## src/rtl/bht_pkg.sv

```systemverilog
`timescale 1ns/1ps
package bht_pkg;

  typedef enum logic [1:0] {
    HIST_SNT = 2'b00,
    HIST_WNT = 2'b01,
    HIST_WT  = 2'b10,
    HIST_ST  = 2'b11
  } hist_e;

  // Saturating step towards the observed outcome
  function automatic hist_e hist_step(input hist_e cur, input logic taken);
    hist_e nxt;
    nxt = cur;
    if (taken && cur != HIST_ST) nxt = hist_e'(cur + 2'd1);
    else if (!taken && cur != HIST_SNT) nxt = hist_e'(cur - 2'd1);
    return nxt;
  endfunction

  // First state of a freshly allocated entry: the weak state of its outcome
  function automatic hist_e hist_seed(input logic taken);
    return taken ? HIST_WT : HIST_WNT;
  endfunction

endpackage

```

## src/rtl/bht_match.sv

```systemverilog
`timescale 1ns/1ps
module bht_match #(
  parameter int ADDR_W  = 32,
  parameter int ENTRIES = 8,
  localparam int IDX_W  = (ENTRIES > 1) ? $clog2(ENTRIES) : 1
) (
  input  logic [ENTRIES-1:0]        valid,
  input  logic [ENTRIES*ADDR_W-1:0] tags,
  input  logic [ADDR_W-1:0]         key,
  output logic [ENTRIES-1:0]        hit_vec,
  output logic                      hit,
  output logic [IDX_W-1:0]          idx
);

  for (genvar g = 0; g < ENTRIES; g++) begin : g_cmp
    assign hit_vec[g] = valid[g] && (tags[g*ADDR_W +: ADDR_W] == key);
  end

  assign hit = |hit_vec;

  // At most one bit is set, so OR-ing the indices encodes it
  always_comb begin
    idx = '0;
    for (int i = 0; i < ENTRIES; i++) begin
      if (hit_vec[i]) idx = idx | IDX_W'(i);
    end
  end

endmodule

```

## src/rtl/bht_rr_alloc.sv

```systemverilog
`timescale 1ns/1ps
module bht_rr_alloc #(
  parameter int ENTRIES = 8,
  localparam int IDX_W  = (ENTRIES > 1) ? $clog2(ENTRIES) : 1
) (
  input  logic             clk,
  input  logic             rst,
  input  logic             advance,
  output logic [IDX_W-1:0] victim
);

  localparam logic [IDX_W-1:0] LAST = IDX_W'(ENTRIES - 1);

  always_ff @(posedge clk) begin
    if (rst) victim <= '0;
    else if (advance) victim <= (victim == LAST) ? '0 : victim + 1'b1;
  end

endmodule

```

## src/rtl/bht_predictor.sv

```systemverilog
`timescale 1ns/1ps
module bht_predictor
  import bht_pkg::*;
#(
  parameter int ADDR_W      = 32,
  parameter int ENTRIES     = 8,
  parameter int INSTR_BYTES = 4
) (
  input  logic              clk,
  input  logic              rst,
  input  logic [ADDR_W-1:0] fetch_pc,
  output logic              pred_hit,
  output logic              pred_taken,
  output logic [ADDR_W-1:0] pred_next_pc,
  input  logic              upd_valid,
  input  logic [ADDR_W-1:0] upd_pc,
  input  logic              upd_taken,
  input  logic [ADDR_W-1:0] upd_target
);

  localparam int IDX_W = (ENTRIES > 1) ? $clog2(ENTRIES) : 1;

  logic [ENTRIES-1:0]        valid_q;
  logic [ADDR_W-1:0]         tag_q   [ENTRIES];
  logic [ADDR_W-1:0]         tgt_q   [ENTRIES];
  hist_e                     state_q [ENTRIES];
  logic [ENTRIES*ADDR_W-1:0] tag_flat;

  for (genvar g = 0; g < ENTRIES; g++) begin : g_flat
    assign tag_flat[g*ADDR_W +: ADDR_W] = tag_q[g];
  end

  // Lookup port
  logic [ENTRIES-1:0] f_hit_vec;
  logic               f_hit;
  logic [IDX_W-1:0]   f_idx;

  bht_match #(.ADDR_W(ADDR_W), .ENTRIES(ENTRIES)) i_fetch_match (
    .valid(valid_q), .tags(tag_flat), .key(fetch_pc),
    .hit_vec(f_hit_vec), .hit(f_hit), .idx(f_idx)
  );

  // Update port
  logic [ENTRIES-1:0] u_hit_vec;
  logic               u_hit;
  logic [IDX_W-1:0]   u_idx;

  bht_match #(.ADDR_W(ADDR_W), .ENTRIES(ENTRIES)) i_upd_match (
    .valid(valid_q), .tags(tag_flat), .key(upd_pc),
    .hit_vec(u_hit_vec), .hit(u_hit), .idx(u_idx)
  );

  logic [IDX_W-1:0] victim;
  logic             alloc;

  assign alloc = upd_valid && !u_hit;

  bht_rr_alloc #(.ENTRIES(ENTRIES)) i_rr (
    .clk(clk), .rst(rst), .advance(alloc), .victim(victim)
  );

  logic [IDX_W-1:0] wr_idx;
  hist_e            wr_state;

  always_comb begin
    wr_idx   = u_hit ? u_idx : victim;
    wr_state = u_hit ? hist_step(state_q[u_idx], upd_taken) : hist_seed(upd_taken);
  end

  always_ff @(posedge clk) begin
    if (rst) valid_q <= '0;
    else if (alloc) valid_q[wr_idx] <= 1'b1;
  end

  // Payload arrays: one write port, no reset
  always_ff @(posedge clk) begin
    if (upd_valid && !rst) begin
      tag_q[wr_idx]   <= upd_pc;
      tgt_q[wr_idx]   <= upd_target;
      state_q[wr_idx] <= wr_state;
    end
  end

  logic [ADDR_W-1:0] seq_pc;
  logic              hist_taken;
  hist_e             hit_state;

  always_comb begin
    seq_pc       = fetch_pc + ADDR_W'(INSTR_BYTES);
    hit_state    = state_q[f_idx];
    hist_taken   = f_hit && hit_state[1];
    pred_hit     = f_hit;
    pred_taken   = hist_taken;
    pred_next_pc = hist_taken ? tgt_q[f_idx] : seq_pc;
  end

endmodule

```

## config.mk

```make
export PLATFORM = sky130hd
export DESIGN_NAME = bht_predictor
export DESIGN_NICKNAME = d
export VERILOG_FILES = /design/src/rtl/bht_pkg.sv /design/src/rtl/bht_match.sv /design/src/rtl/bht_rr_alloc.sv /design/src/rtl/bht_predictor.sv
export SDC_FILE = /design/constraint.sdc
export NUM_CORES = 1
export LEC_CHECK = 0
export BUFFER_PORTS_ARGS = -buffer_cell sky130_fd_sc_hd__buf_2
export CORE_MARGIN = 5
export CORE_UTILIZATION = 25
export DETAILED_ROUTE_END_ITERATION = 7
export PLACE_DENSITY = 0.4
export SLEW_MARGIN = 20
export SYNTH_ARGS = -nofsm -noshare
export SYNTH_HDL_FRONTEND = slang
export SYNTH_SLANG_ARGS = --single-unit
export TNS_END_PERCENT = 20
```

## constraint.sdc

```tcl
create_clock -name clk -period 7.8 [get_ports clk]
set_input_delay 0 -clock clk [delete_from_list [all_inputs] [get_ports clk]]
set_output_delay 0 -clock clk [all_outputs]
set_load 0.1 [all_outputs]
```

==> results <==
- The peak ir drop on the vdd network is 151 uV.
- The combinational share of power is 9.8%.
- The final setup violation count is 0.
- The number of placed I/O pins is 134.
- The tree is rooted in a sky130_fd_sc_hd__clkbuf_16.
- In this run switching power makes up 26.2% of total power.
- The number of buffers between clock root and the deepest sink is 3.
- The first global-routing pass estimated 153 mm of wire.
- Counting flops with an async set or reset pin after synthesis yields a share of 0%.
- Dividing the detail-routed wire length by the instance count gives 29.8 um.
- The count of flip-flops with a built-in enable after synthesis is 528.
- Summed over all failing endpoints, the final setup total negative slack is 0 ns.
- The endpoint of the worst hold path is state_q[1][0].
- Summing every instance area after synthesis gives 0.0273 mm^2.
- The standard cell core area is 0.109 mm^2.
- The total number of clock tree sinks is 539.
- From synthesis to final layout, the design area changed by 18.8%.
- For flop-to-flop paths, the worst setup slack is 3.22 ns.
- In this run the horizontal extent of the chip is 340 um.
- The internal power of the cells is 5180 uW.
- The number of stages on the worst hold path is 3.
- The origin of the critical flop-to-flop path is tag_q[1][14].
- The Yosys step of the flow raised 0 warnings.
- STA classifies the critical path endpoint as a primary output.
- The pin count of the biggest net entering global routing is 128.
- Summed over all nets, the half-perimeter wirelength after detailed placement is 73.9 mm.
- For this design the static power due to leakage is 0.0103 uW.
- The die covers 0.116 mm^2.
- In the routed layout, each cell is associated on average with a via count of 5.04.
- The flow ran to the end, and the final reports show no timing, DRC or antenna violations.
- The number of nets still failing antenna checks after routing is 0.
- For this design the ratio of total power to cell area is 217 mW/mm^2.
- The share of post-route cells with drive strength above 1 is 14.5%.
- Setup repair after global routing left no endpoint under its margin.
- Before antenna repair, the detailed router went through 7 iterations.
- At the pin with the least slew margin, the transition time is 1.12 ns.
- Sequential elements use 58.9% of the synthesized area.
- The total congestion overflow is 0.
- The count of standard-cell rows is 121.
- The most used flip-flop cell after synthesis is sky130_fd_sc_hd__edfxtp_1.
- Based on the critical path, the design can be clocked at up to 0.184 GHz.
- The global router's overall resource usage is 18.7%.
- Between clock sinks in the finished design, the worst skew comes to 0.0350 ns.
- The count of cell types in the netlist is 62.
- The switching component of the power is 1840 uW.
- In this run, the number of DRC markers left after iteration 0 of detailed routing was 1615.
- The number of antenna violations at the first check in global routing is 3.
- The clock network fraction of design power is 44.0%.
- The vertical extent of the die is 340 um.
- The class of the worst hold path is input port to register.
- The DRC violations left is 0.
- At the worst endpoint, the arrival time is 5.43 ns.
- For the worst setup path, the data required time is 7.80 ns.
- The synthesized design contains 539 register bits.
- The endpoint identified for the worst register-to-register timing path is tgt_q[5][15].
- The synthesized area per cell is 13.1 um^2.
- The total count of hold-check failures in the final report came to 0.
- The number of maximum-capacitance violations is 0.
- The summed area of non-filler cells in the final layout is 0.0324 mm^2.
- The number of buffers inserted during clock tree synthesis is 68.
- The critical path is of the register to primary output type.
- At the end of routability-driven placement, the weighted congestion stood at 0.884.
- The share of the clock period used by the worst path after layout is 69.6%.
- The number of nets in the layout is 2381.
- The post-synthesis net count is 2182.
- Once the clock tree was built, the resizer swapped 0 gates to a different size.
- The number of global-route vias before repair was 19.4k.
- Summed over all layers, the routed wires come to 112 mm.
- The peak fanout along the critical path is 33.
- The startpoint type of the worst setup path is a register.
- The total placed instance area is 0.0296 mm^2.
- The clock reaches the later pin of the worst-skew pair after 0.64 ns.
- The path depth of the worst reg2reg path is 10.
- Once the floorplan was initialized, standard cells occupied 25.1% of the core.
- After clock tree synthesis, the clock-pin slew on the worst setup and hold paths is 0.06 ns.
- The total number of vias is 18.9k.
- The tightest slew margin relative to the limit is 25.4%.
- The count of pins over their slew limit is 0.
- After layout, the minimum clock period comes to 5.43 ns.
- The number of buffers inserted by port buffering is 133.
- The number of H-tree branching levels is 3.
- The synthesized instance count is 2077.
- The startpoint identified for the worst hold timing path is upd_taken.
- Per report_power, the sequential group accounts for 46.2% of the total.
- The clock tree from TritonCTS is done.
[metrics by stage]
step / cells / power, uW / setup WS, ns / hold slack (ns) / utilization [%]
after floorplan: 2077 / 3670 / 2.31 / 0.0724 / -
after global placement: 3554 / 3970 / 2.78 / 0.269 / 27.2
after detailed placement: 3557 / 3960 / 2.71 / 0.280 / 27.3
after CTS: 3743 / 7100 / 2.24 / 0.0117 / 29.9
after global routing: 3744 / 7260 / 2.05 / 0.0190 / 29.9
final: 3744 / 7020 / 2.37 / 0.0404 / 29.9
[worst max path at each step]
stage	startpoint	to	slack [ns]	depth (start not counted)
final	tag_q[7][9]	pred_next_pc[14]	2.37	12
after global placement	fetch_pc[21]	pred_next_pc[14]	2.78	14
after CTS	tag_q[7][3]	pred_next_pc[14]	2.24	13
after detailed placement	fetch_pc[21]	pred_next_pc[14]	2.71	14
after global routing	tag_q[7][3]	pred_next_pc[14]	2.05	13
after floorplan	tag_q[5][3]	state_q[6][0]	2.31	8
[metal layers]
layer	vias up	track usage (%)	share of wire, %	wire length (um)
li1	8250	-	-	-
met1	9671	25.6	45	50500
met2	743	29.9	45	50700
met3	203	3.47	5.8	6460
met4	0	6.19	3.6	4030
met5	-	0	0	0
[cells in the mapped netlist (21+ instances only)]
cell type,instances,share of area (%)
sky130_fd_sc_hd__edfxtp_1,528,58
sky130_fd_sc_hd__xor2_1,300,9.6
sky130_fd_sc_hd__xnor2_1,240,7.7
sky130_fd_sc_hd__nor4_1,121,2.8
sky130_fd_sc_hd__nand4_1,111,2.5
sky130_fd_sc_hd__mux2i_1,99,3.6
sky130_fd_sc_hd__nor2_1,99,1.4
sky130_fd_sc_hd__nand2_1,64,0.88
sky130_fd_sc_hd__a21oi_1,63,1.2
sky130_fd_sc_hd__buf_2,58,1.1
sky130_fd_sc_hd__nand3_1,46,0.84
sky130_fd_sc_hd__mux2_2,39,1.6
sky130_fd_sc_hd__nor3_1,29,0.53
sky130_fd_sc_hd__buf_4,25,0.69
sky130_fd_sc_hd__o22ai_1,24,0.55
sky130_fd_sc_hd__o221ai_1,23,0.74
sky130_fd_sc_hd__o21a_1,21,0.58
[critical path: stages (launching register included)]
cell	delay, ns
sky130_fd_sc_hd__edfxtp_1	0.50
sky130_fd_sc_hd__xor2_1	0.20
sky130_fd_sc_hd__nor4_1	0.31
sky130_fd_sc_hd__nand4_1	0.14
sky130_fd_sc_hd__or4_1	0.64
sky130_fd_sc_hd__o41a_1	0.23
sky130_fd_sc_hd__nand3_2	0.09
sky130_fd_sc_hd__buf_4	0.52
sky130_fd_sc_hd__mux2i_1	0.37
sky130_fd_sc_hd__a21o_2	0.38
sky130_fd_sc_hd__buf_4	0.47
sky130_fd_sc_hd__mux2i_1	0.44
sky130_fd_sc_hd__buf_2	0.51
[what timing repair did]
item,in CTS,in global routing
setup buffers,0,0
hold buffers,63,0
endpoints found under the setup margin,0,0
hold endpoints to repair,446,0
[sequential cells by signal (all words and copies together) (netlist names)]
signal	count
tag_q	256
state_q	16
i_rr.victim	3
valid_q	8
tgt_q	256
[power groups by stage]
stage               clock network (uW)  logic, uW  registers (uW)
floorplan                            0        372            3300
global placement                     0        662            3300
detailed placement                   0        656            3300
CTS                               3170        687            3240
global route                      3300        721            3240
finish                            3090        688            3240
[cells in the final DEF (no fill, tap or decap), types with 28 or more instances in the layout]
master and instances:
sky130_fd_sc_hd__edfxtp_1 528, sky130_fd_sc_hd__xor2_1 300, sky130_fd_sc_hd__xnor2_1 240, sky130_fd_sc_hd__buf_2 133, sky130_fd_sc_hd__nor4_1 121, sky130_fd_sc_hd__nand4_1 111
sky130_fd_sc_hd__mux2i_1 99, sky130_fd_sc_hd__nor2_1 91, sky130_fd_sc_hd__clkbuf_16 69, sky130_fd_sc_hd__nand2_1 63, sky130_fd_sc_hd__a21oi_1 63, sky130_fd_sc_hd__dlygate4sd3_1 63
sky130_fd_sc_hd__nand3_1 44, sky130_fd_sc_hd__mux2_2 39, sky130_fd_sc_hd__buf_4 33, sky130_fd_sc_hd__nor3_1 28
[cell families (layout without fill, tap and decap cells)]
logic type | after synthesis | in the layout | share of synthesized area, %
flops | 539 | 539 | 58.9
compound gates | 171 | 171 | 4.15
xor+xnor | 541 | 541 | 17.4
other cells | 0 | 1 | 0
buf+inv | 120 | 372 | 2.40
fa+ha+maj | 5 | 5 | 0.229
mux | 140 | 140 | 5.35
simple gates | 561 | 561 | 11.5
[cell type report]
cell class | instances | area [um^2]
multi-input cells | 1418 | 10600
clock buffers | 87 | 1790
fillers | 10941 | 76100
well taps | 1414 | 1770
inverters | 11 | 41.3
clock inverters | 36 | 352
diodes | 1 | 2.50
repair buffers | 238 | 1740
flip-flops and latches | 539 | 16100
Note: power is estimated with default switching activity, not from simulation.
